**src/rtl/fence_pkg.sv**
```systemverilog
package fence_pkg;

    // Bit positions inside an ordering mask (older kind before younger kind)
    localparam int ORD_RR = 0;
    localparam int ORD_RW = 1;
    localparam int ORD_WR = 2;
    localparam int ORD_WW = 3;
    localparam int ORD_W  = 4;

    typedef enum logic [1:0] {
        FK_FULL    = 2'b00,
        FK_WRONLY  = 2'b01,
        FK_MASKED  = 2'b10,
        FK_MASKED2 = 2'b11
    } fence_kind_e;

    typedef struct packed {
        logic             pending;
        logic [ORD_W-1:0] mask;
        logic             err;
    } fence_state_t;

endpackage

```
**src/rtl/access_counter.sv**
```systemverilog
module access_counter #(
    parameter int CNT_W = 4
) (
    input  logic             clk,
    input  logic             rst_n,
    input  logic             inc,
    input  logic             dec,
    output logic [CNT_W-1:0] count,
    output logic             underflow
);
    localparam logic [CNT_W-1:0] TOP = '1;

    logic [CNT_W-1:0] cnt_d, cnt_q;

    always_comb begin
        cnt_d     = cnt_q;
        underflow = 1'b0;
        if (inc && !dec) begin
            if (cnt_q != TOP) cnt_d = cnt_q + 1'b1;
        end else if (dec && !inc) begin
            if (cnt_q == '0) underflow = 1'b1;
            else             cnt_d     = cnt_q - 1'b1;
        end
    end

    always_ff @(posedge clk or negedge rst_n) begin
        if (!rst_n) cnt_q <= '0;
        else        cnt_q <= cnt_d;
    end

    assign count = cnt_q;

endmodule

```
**src/rtl/fence_mask_decode.sv**
```systemverilog
module fence_mask_decode
    import fence_pkg::*;
(
    input  logic [1:0]       kind,
    input  logic [ORD_W-1:0] custom,
    output logic [ORD_W-1:0] eff
);
    always_comb begin
        case (kind)
            FK_FULL:   eff = '1;
            FK_WRONLY: eff = ORD_W'(1) << ORD_WW;
            default:   eff = custom;
        endcase
    end

endmodule

```
**src/rtl/fence_tracker.sv**
```systemverilog
module fence_tracker
    import fence_pkg::*;
#(
    parameter int CNT_W = 4
) (
    input  logic             clk,
    input  logic             rst_n,
    input  logic             rd_issue,
    input  logic             rd_ack,
    input  logic             wr_issue,
    input  logic             wr_ack,
    input  logic             fence_req,
    input  logic [1:0]       fence_kind,
    input  logic [3:0]       fence_mask,
    output logic             fence_ready,
    output logic             fence_done,
    output logic             hold_rd,
    output logic             hold_wr,
    output logic             cnt_err,
    output logic [CNT_W-1:0] rd_cnt,
    output logic [CNT_W-1:0] wr_cnt
);
    localparam int NKIND = 2;   // index 0 = reads, 1 = writes

    logic [NKIND-1:0] inc_v, dec_v, uf_v;
    logic [CNT_W-1:0] cnt_v [NKIND];
    logic [ORD_W-1:0] req_mask;

    assign inc_v = {wr_issue, rd_issue};
    assign dec_v = {wr_ack, rd_ack};

    for (genvar k = 0; k < NKIND; k++) begin : g_cnt
        access_counter #(.CNT_W(CNT_W)) u_cnt (
            .clk       (clk),
            .rst_n     (rst_n),
            .inc       (inc_v[k]),
            .dec       (dec_v[k]),
            .count     (cnt_v[k]),
            .underflow (uf_v[k])
        );
    end

    fence_mask_decode u_dec (
        .kind   (fence_kind),
        .custom (fence_mask),
        .eff    (req_mask)
    );

    fence_state_t st_d, st_q;
    logic wait_rd, wait_wr, clear_c;

    always_comb begin
        st_d    = st_q;
        wait_rd = st_q.mask[ORD_RR] | st_q.mask[ORD_RW];
        wait_wr = st_q.mask[ORD_WR] | st_q.mask[ORD_WW];
        clear_c = st_q.pending
                & (!wait_rd || cnt_v[0] == '0)
                & (!wait_wr || cnt_v[1] == '0);
        if (clear_c) begin
            st_d.pending = 1'b0;
        end else if (!st_q.pending && fence_req) begin
            st_d.pending = 1'b1;
            st_d.mask    = req_mask;
        end
        if (|uf_v) st_d.err = 1'b1;
    end

    always_ff @(posedge clk or negedge rst_n) begin
        if (!rst_n) st_q <= '0;
        else        st_q <= st_d;
    end

    assign fence_ready = !st_q.pending;
    assign fence_done  = clear_c;
    assign hold_rd     = st_q.pending & !clear_c & (st_q.mask[ORD_RR] | st_q.mask[ORD_WR]);
    assign hold_wr     = st_q.pending & !clear_c & (st_q.mask[ORD_RW] | st_q.mask[ORD_WW]);
    assign cnt_err     = st_q.err;
    assign rd_cnt      = cnt_v[0];
    assign wr_cnt      = cnt_v[1];

endmodule

```
**config.mk**
```make
export PLATFORM = sky130hd
export DESIGN_NAME = fence_tracker
export DESIGN_NICKNAME = d
export VERILOG_FILES = /design/src/rtl/fence_pkg.sv /design/src/rtl/access_counter.sv /design/src/rtl/fence_mask_decode.sv /design/src/rtl/fence_tracker.sv
export SDC_FILE = /design/constraint.sdc
export NUM_CORES = 1
export LEC_CHECK = 0
export CAP_MARGIN = 20
export CORE_MARGIN = 2
export CORE_UTILIZATION = 40
export CTS_CLUSTER_DIAMETER = 100
export DETAILED_ROUTE_END_ITERATION = 12
export PLACE_DENSITY = 0.73
export SLEW_MARGIN = 20
export SYNTH_ARGS = -nofsm -noshare
export SYNTH_HDL_FRONTEND = slang
export SYNTH_SLANG_ARGS = --single-unit
```
**constraint.sdc**
```tcl
create_clock -name clk -period 2.7 [get_ports clk]
set_input_delay 0.54 -clock clk [delete_from_list [all_inputs] [get_ports clk]]
set_output_delay 0.54 -clock clk [all_outputs]
set_load 0.02 [all_outputs]
```
==> out/qor.yml, run 1 <==
status: "completed"
core_area_sq_um: 1980
cts_resized: 0
fin_ws_ns: 0.147
clk_transition_reported_paths_ns: 0.08
p_leak_nw: 0.494
deepest_level_of_the_cts_h_tree: 1
yosys.cell_types.count: 25
ctsLongestPathBuffers: 2
postSynthNetCount: 103
power.density_cell_area_nw_per_um2: 1180
worst_slew_pin_slew_ns: 0.627
post_cts_hold_buffer_count: 0
grt_overflow: 0
timing.critical_path.fanout_max: 8
first_pass_grt_wire_length_mm: 2.85
shortest_period_the_worst_path_allows_ns: 2.55
crit_required_ns: 2.16
dieArea_sq_um: 2530
maxSlewHeadroom: 0.581
rsz0062_at_grt: "false"
proportion_of_power_drawn_by_combinational_gates: 0.568
sort_of_element_at_the_start_of_the_critical_path: "flip-flop"
setup.worst_path.class: "reg2out"
number_of_instances_in_the_synthesized_netlist: 86
detailedPlace.worstSlack_ns: 0.345
place.port_buffers: 25
gp_congestion: 0.714
ant_nets: 0
die_w_um: 50.3
setup_tns_ns: 0
worstSkewPairLatency_ns: 0.27
initial_antenna_violation_count: 0
route.detailed.wl_per_inst_um: 12.2
slew_violations: 0
syn-cell-area_sq_um: 856
number_of_vias_in_the_routed_layout: 700
p_clk_frac: 0.085
drv_cap: 0
synth_top_flop_cell: "sky130_fd_sc_hd__dfrtp_1"
ys.warnings.count: 0
grt_start_max_net_pins: 15
power.internal_mw: 0.773
fp-row-count: 16
root_buffer: "sky130_fd_sc_hd__clkbuf_4"
dp.final_hpwl_mm: 1.34
cts_tree: "built"
clock_sinks: 14
ys_async_sr_fraction: 1.00
n_antenna_cell: 0
placement.cell_area_sq_um: 1130
ir_drop_v: 0.000597
floorplan.initialDensity: 0.432
dr.pass1.iters: 3
first_global_vias: 694
final.setup_skew_ns: 0.00356
nets: 131
drive_above_1_share: 0.107
cp_data_arrival_time_ns: 2.01
wirelength_mm: 1.69
ioPinCount: 26
fp.dieH_um: 50.3
grt.total_usage: 0.150
hold_path.class: "reg2reg"
synth-edff-count: 0
switching_share: 0.431
postSynthAreaPerCell_sq_um: 9.95
drt_drc_violations_left: 0
setup_viol: 0
seq_power_share: 0.348
post_cts_buffers: 0
final_min_period_over_clock_period: 0.946
detailedRoute.firstIterationViolations: 2
avgViaCountPerCell: 5.04
syn2layout_area_growth_pct: 35.1
hold_violations: 0
cp-end-kind: "output pin"
post-route-cell-area_sq_um: 1160
synth-seq-cells: 14
switchingPower_mw: 0.586
cts_inserted_buffers: 3
proportion_of_synthesized_chip_area_in_sequential_cells: 0.409
clock.fmax_ghz: 0.392
registers in the layout (all words and copies together) (netlist names):
| signal | flops |
|---|---|
| st_q | 5 |
| g_cnt.u_cnt.count | 8 |
| cnt_err | 1 |
placed cells by master, fill, tap and decap left out, types with 3 or more instances in the layout:
cell type / Yosys / final
sky130_fd_sc_hd__clkdlybuf4s50_1: 0 / 24
sky130_fd_sc_hd__dfrtp_1: 14 / 14
sky130_fd_sc_hd__nor2_1: 12 / 12
sky130_fd_sc_hd__nand2_1: 7 / 7
sky130_fd_sc_hd__a21oi_1: 7 / 7
sky130_fd_sc_hd__o21ai_0: 6 / 6
sky130_fd_sc_hd__nand2b_1: 4 / 4
sky130_fd_sc_hd__xor2_1: 4 / 4
sky130_fd_sc_hd__ha_1: 4 / 4
sky130_fd_sc_hd__a31oi_1: 3 / 3
sky130_fd_sc_hd__clkbuf_4: 0 / 3
per-stage QoR:
step | hold slack, ns | instances | util | total power, mW
2_1_floorplan | 0.244 | 86 | - | 0.945
3_3_place_gp | 0.447 | 136 | 0.571 | 1.24
3_5_place_dp | 0.454 | 136 | 0.571 | 1.26
4_1_cts | 0.472 | 139 | 0.582 | 1.38
5_1_grt | 0.502 | 139 | 0.583 | 1.47
6_report | 0.467 | 139 | 0.583 | 1.36
critical path, stage by stage, from the launching register on:
cell                              delay, ns
sky130_fd_sc_hd__dfrtp_1               0.49
sky130_fd_sc_hd__nor4_4                0.39
sky130_fd_sc_hd__o22ai_1               0.17
sky130_fd_sc_hd__nand2_1               0.11
sky130_fd_sc_hd__nor2_1                0.05
sky130_fd_sc_hd__clkdlybuf4s50_1       0.53
cell families (layout without fill, tap and decap cells):
kind of cell	Yosys count	after routing	share of synthesized area
multiplexers	4	4	0.0614
AND/OR/NAND/NOR	31	31	0.221
AO/OA/AOI/OAI	23	23	0.170
buffers and inverters	4	30	0.0190
adder cells (fa/ha/maj)	4	4	0.0585
XOR/XNOR	6	6	0.0614
flip-flops	14	14	0.409
layout make-up:
type	count	area, sq um
Tap cell	27	33.8
Sequential cell	14	350
Clock buffer	3	22.5
Fill cell	181	826
Timing Repair Buffer	25	253
Inverter	2	7.51
Multi-Input combinational cell	68	489
final timing paths:
check	from	end	slack, ns	depth (start not counted)
max	g_cnt[0].u_cnt.count[1]$_DFFE_PN0P_	hold_rd	0.15	5
min	cnt_err$_DFFE_PN0P_	cnt_err$_DFFE_PN0P_	0.47	2
max reg2reg	g_cnt[1].u_cnt.count[2]$_DFFE_PN0P_	g_cnt[1].u_cnt.count[3]$_DFFE_PN0P_	1.17	5
min reg2reg	cnt_err$_DFFE_PN0P_	cnt_err$_DFFE_PN0P_	0.47	2
max in group asynchronous	rst_n	st_q[1]$_DFFE_PN0P_	1.64	1
min in group asynchronous	rst_n	g_cnt[0].u_cnt.count[3]$_DFFE_PN0P_	0.65	1
Yosys cell counts, types with 3 or more instances:
cell                       count  share of area
sky130_fd_sc_hd__xor2_1        4          0.041
sky130_fd_sc_hd__nand2_1       7          0.031
sky130_fd_sc_hd__o21ai_0       6          0.035
sky130_fd_sc_hd__nor2_1       12          0.053
sky130_fd_sc_hd__ha_1          4          0.058
sky130_fd_sc_hd__a21oi_1       7          0.041
sky130_fd_sc_hd__nand2b_1      4          0.029
sky130_fd_sc_hd__dfrtp_1      14           0.41
sky130_fd_sc_hd__a31oi_1       3          0.022
per-layer routing:
metal	GRT usage	part of all wire	vias to the layer above
met1	0.184	0.47	313
met2	0.246	0.47	22
met5	0	0	-
li1	-	-	363
met3	0.0417	0.053	2
met4	0.0602	0.010	0
power groups by stage:
stage | combinational (mW) | sequential, mW | clock, mW
after floorplan | 0.410 | 0.534 | 0
after global placement | 0.768 | 0.474 | 0
after detailed placement | 0.779 | 0.479 | 0
after CTS | 0.785 | 0.473 | 0.122
after global routing | 0.851 | 0.488 | 0.135
final | 0.772 | 0.472 | 0.115
No activity file was read; power rests on OpenSTA's default activity.
==> run 2: changes to the inputs <==
--- a/config.mk
+++ b/config.mk
@@ -5,6 +5,7 @@
 export SDC_FILE = /design/constraint.sdc
 export NUM_CORES = 1
 export LEC_CHECK = 0
+export ABC_CLOCK_PERIOD_IN_PS = 2700
 export CAP_MARGIN = 20
 export CORE_MARGIN = 2
 export CORE_UTILIZATION = 40
==> results of run 2 <==
Final layout, timing and power as in run 1 (identical DEF).
==> run 3: changes to the inputs <==
==> constraint.sdc (replaced) <==
create_clock -name clk -period 2.7 [get_ports clk]
set_input_delay 0.675 -clock clk [delete_from_list [all_inputs] [get_ports clk]]
set_output_delay 0.675 -clock clk [all_outputs]
set_load 0.02 [all_outputs]
==> run 3 against run 2 <==
Against the previous run: power up 1.2%; non-clock buffer count up 2; clock power about the same; clock-buffer cell count unchanged; register-to-register slack better by 0.02 ns; die area unchanged; utilization up 0.82 points; first-iteration DRC count up 50%; critical path type unchanged; largest cell class unchanged.
==> out/qor.yml, run 3 (synthesis results as in run 1) <==
number_of_vias_in_the_routed_layout: 720
dr.pass1.iters: 3
hold_depth: 2
r2r_depth: 5
layout.core_utilization: 0.592
deepest_level_of_the_cts_h_tree: 1
ant_nets: 0
met2_usage: 0.246
fp.dieH_um: 50.3
detailedPlace.worstSlack_ns: 0.210
cp-end-kind: "output pin"
drt_drc_violations_left: 0
setup_tns_ns: 0
ir_drop_v: 0.000594
avgViaCountPerCell: 5.11
final_min_period_over_clock_period: 0.945
wirelength_mm: 1.74
hold_violations: 0
root_buffer: "sky130_fd_sc_hd__clkbuf_4"
hold_path_startpoint: "cnt_err$_DFFE_PN0P_"
cts_inserted_buffers: 3
die_w_um: 50.3
ioPinCount: 26
stdcell_count: 141
dp.final_hpwl_mm: 1.34
first_global_vias: 694
grt_start_max_net_pins: 15
final_common_cell: "sky130_fd_sc_hd__clkdlybuf4s50_1"
hold_path.class: "reg2reg"
grt_overflow: 0
ctsLongestPathBuffers: 2
shortest_period_the_worst_path_allows_ns: 2.55
floorplan.initialDensity: 0.432
maxSlewHeadroom: 0.570
critPathLaunch: "g_cnt[0].u_cnt.count[2]$_DFFE_PN0P_"
gp_congestion: 0.714
reg2reg_setup_slack_ns: 1.19
final.setup_skew_ns: 0.000625
detailedRoute.firstIterationViolations: 3
grt.met3_usage: 0.0417
sort_of_element_at_the_start_of_the_critical_path: "flip-flop"
clock.fmax_ghz: 0.392
nets: 133
power.density_cell_area_nw_per_um2: 1170
clk_transition_reported_paths_ns: 0.08
largest_register_ff_count: 8
placement.cell_area_sq_um: 1130
cp_data_arrival_time_ns: 1.88
grt-busiest-layer: "met2"
worst_hold_slack_ns: 0.479
worstSkewPairLatency_ns: 0.27
rsz0062_at_grt: "false"
grt.total_usage: 0.150
drv_cap: 0
gr-usage-met1: 0.186
drive_above_1_share: 0.158
n_antenna_cell: 0
clock_sinks: 14
route.detailed.wl_per_inst_um: 12.3
dp_cells: 136
core_area_sq_um: 1980
place.port_buffers: 25
initial_antenna_violation_count: 0
setup_viol: 0
leading_cell_types_in_the_layout_fill_and_taps_excluded: "sky130_fd_sc_hd__clkdlybuf4s50_1, sky130_fd_sc_hd__nor2_1, sky130_fd_sc_hd__dfrtp_1"
post-route-cell-area_sq_um: 1170
first_pass_grt_wire_length_mm: 2.86
worst_r2r_endpoint: "g_cnt[0].u_cnt.count[3]$_DFFE_PN0P_"
worst_slew_pin_slew_ns: 0.643
timing.rr.start: "g_cnt[0].u_cnt.count[2]$_DFFE_PN0P_"
timing.critical_path.fanout_max: 5
cts_tree: "built"
dieArea_sq_um: 2530
slew_violations: 0
fin_ws_ns: 0.148
syn2layout_area_growth_pct: 37.0
worstHoldEndpoint: "cnt_err$_DFFE_PN0P_"
power.total_mw: 1.38
status: "completed"
p_leak_nw: 0.489
fp-row-count: 16
crit_required_ns: 2.03
setup.worst_path.class: "reg2out"
run 3: worst max-delay path, cell delays in order, from the launching register on:
cell,delay [ns]
sky130_fd_sc_hd__dfrtp_1,0.45
sky130_fd_sc_hd__nor4_4,0.31
sky130_fd_sc_hd__o22ai_1,0.15
sky130_fd_sc_hd__nand2_1,0.11
sky130_fd_sc_hd__nor2_1,0.05
sky130_fd_sc_hd__clkdlybuf4s50_1,0.53
run 3: layout make-up:
cell class / instances / area (sq um)
Clock buffer: 3 / 22.5
Fill cell: 184 / 810
Inverter: 2 / 7.51
Multi-Input combinational cell: 68 / 489
Sequential cell: 14 / 355
Tap cell: 27 / 33.8
Timing Repair Buffer: 27 / 264
run 3: how the worst max path moves through the flow:
stage	to	slack, ns	depth (start not counted)
after global placement	fence_done	0.23	4
after floorplan	fence_done	0.68	3
final	hold_rd	0.15	5
after CTS	hold_wr	0.01	5
after global routing	hold_wr	0.01	5
after detailed placement	g_cnt[1].u_cnt.count[3]$_DFFE_PN0P_	0.21	7
run 3: report_power, final:
| group | switching [mW] | internal [mW] | leakage (nW) | total [mW] |
|---|---|---|---|---|
| logic | 0.367 | 0.412 | 0.317 | 0.779 |
| clock network | 0.0646 | 0.0517 | 0.0138 | 0.116 |
| registers | 0.160 | 0.320 | 0.158 | 0.481 |
run 3: layer usage:
layer,vias to the layer above,part of all wire
li1,366,-
met1,332,0.47
met2,20,0.48
met3,2,0.039
met4,0,0.0098
met5,-,0
run 3: repair_timing:
item / CTS / global route
cloned: 0 / 0
resized for setup: 1 / 4
hold buffers: 0 / 0
pin swaps: 1 / 2
buffers inserted: 0 / 2
setup endpoints to repair: 3 / 2
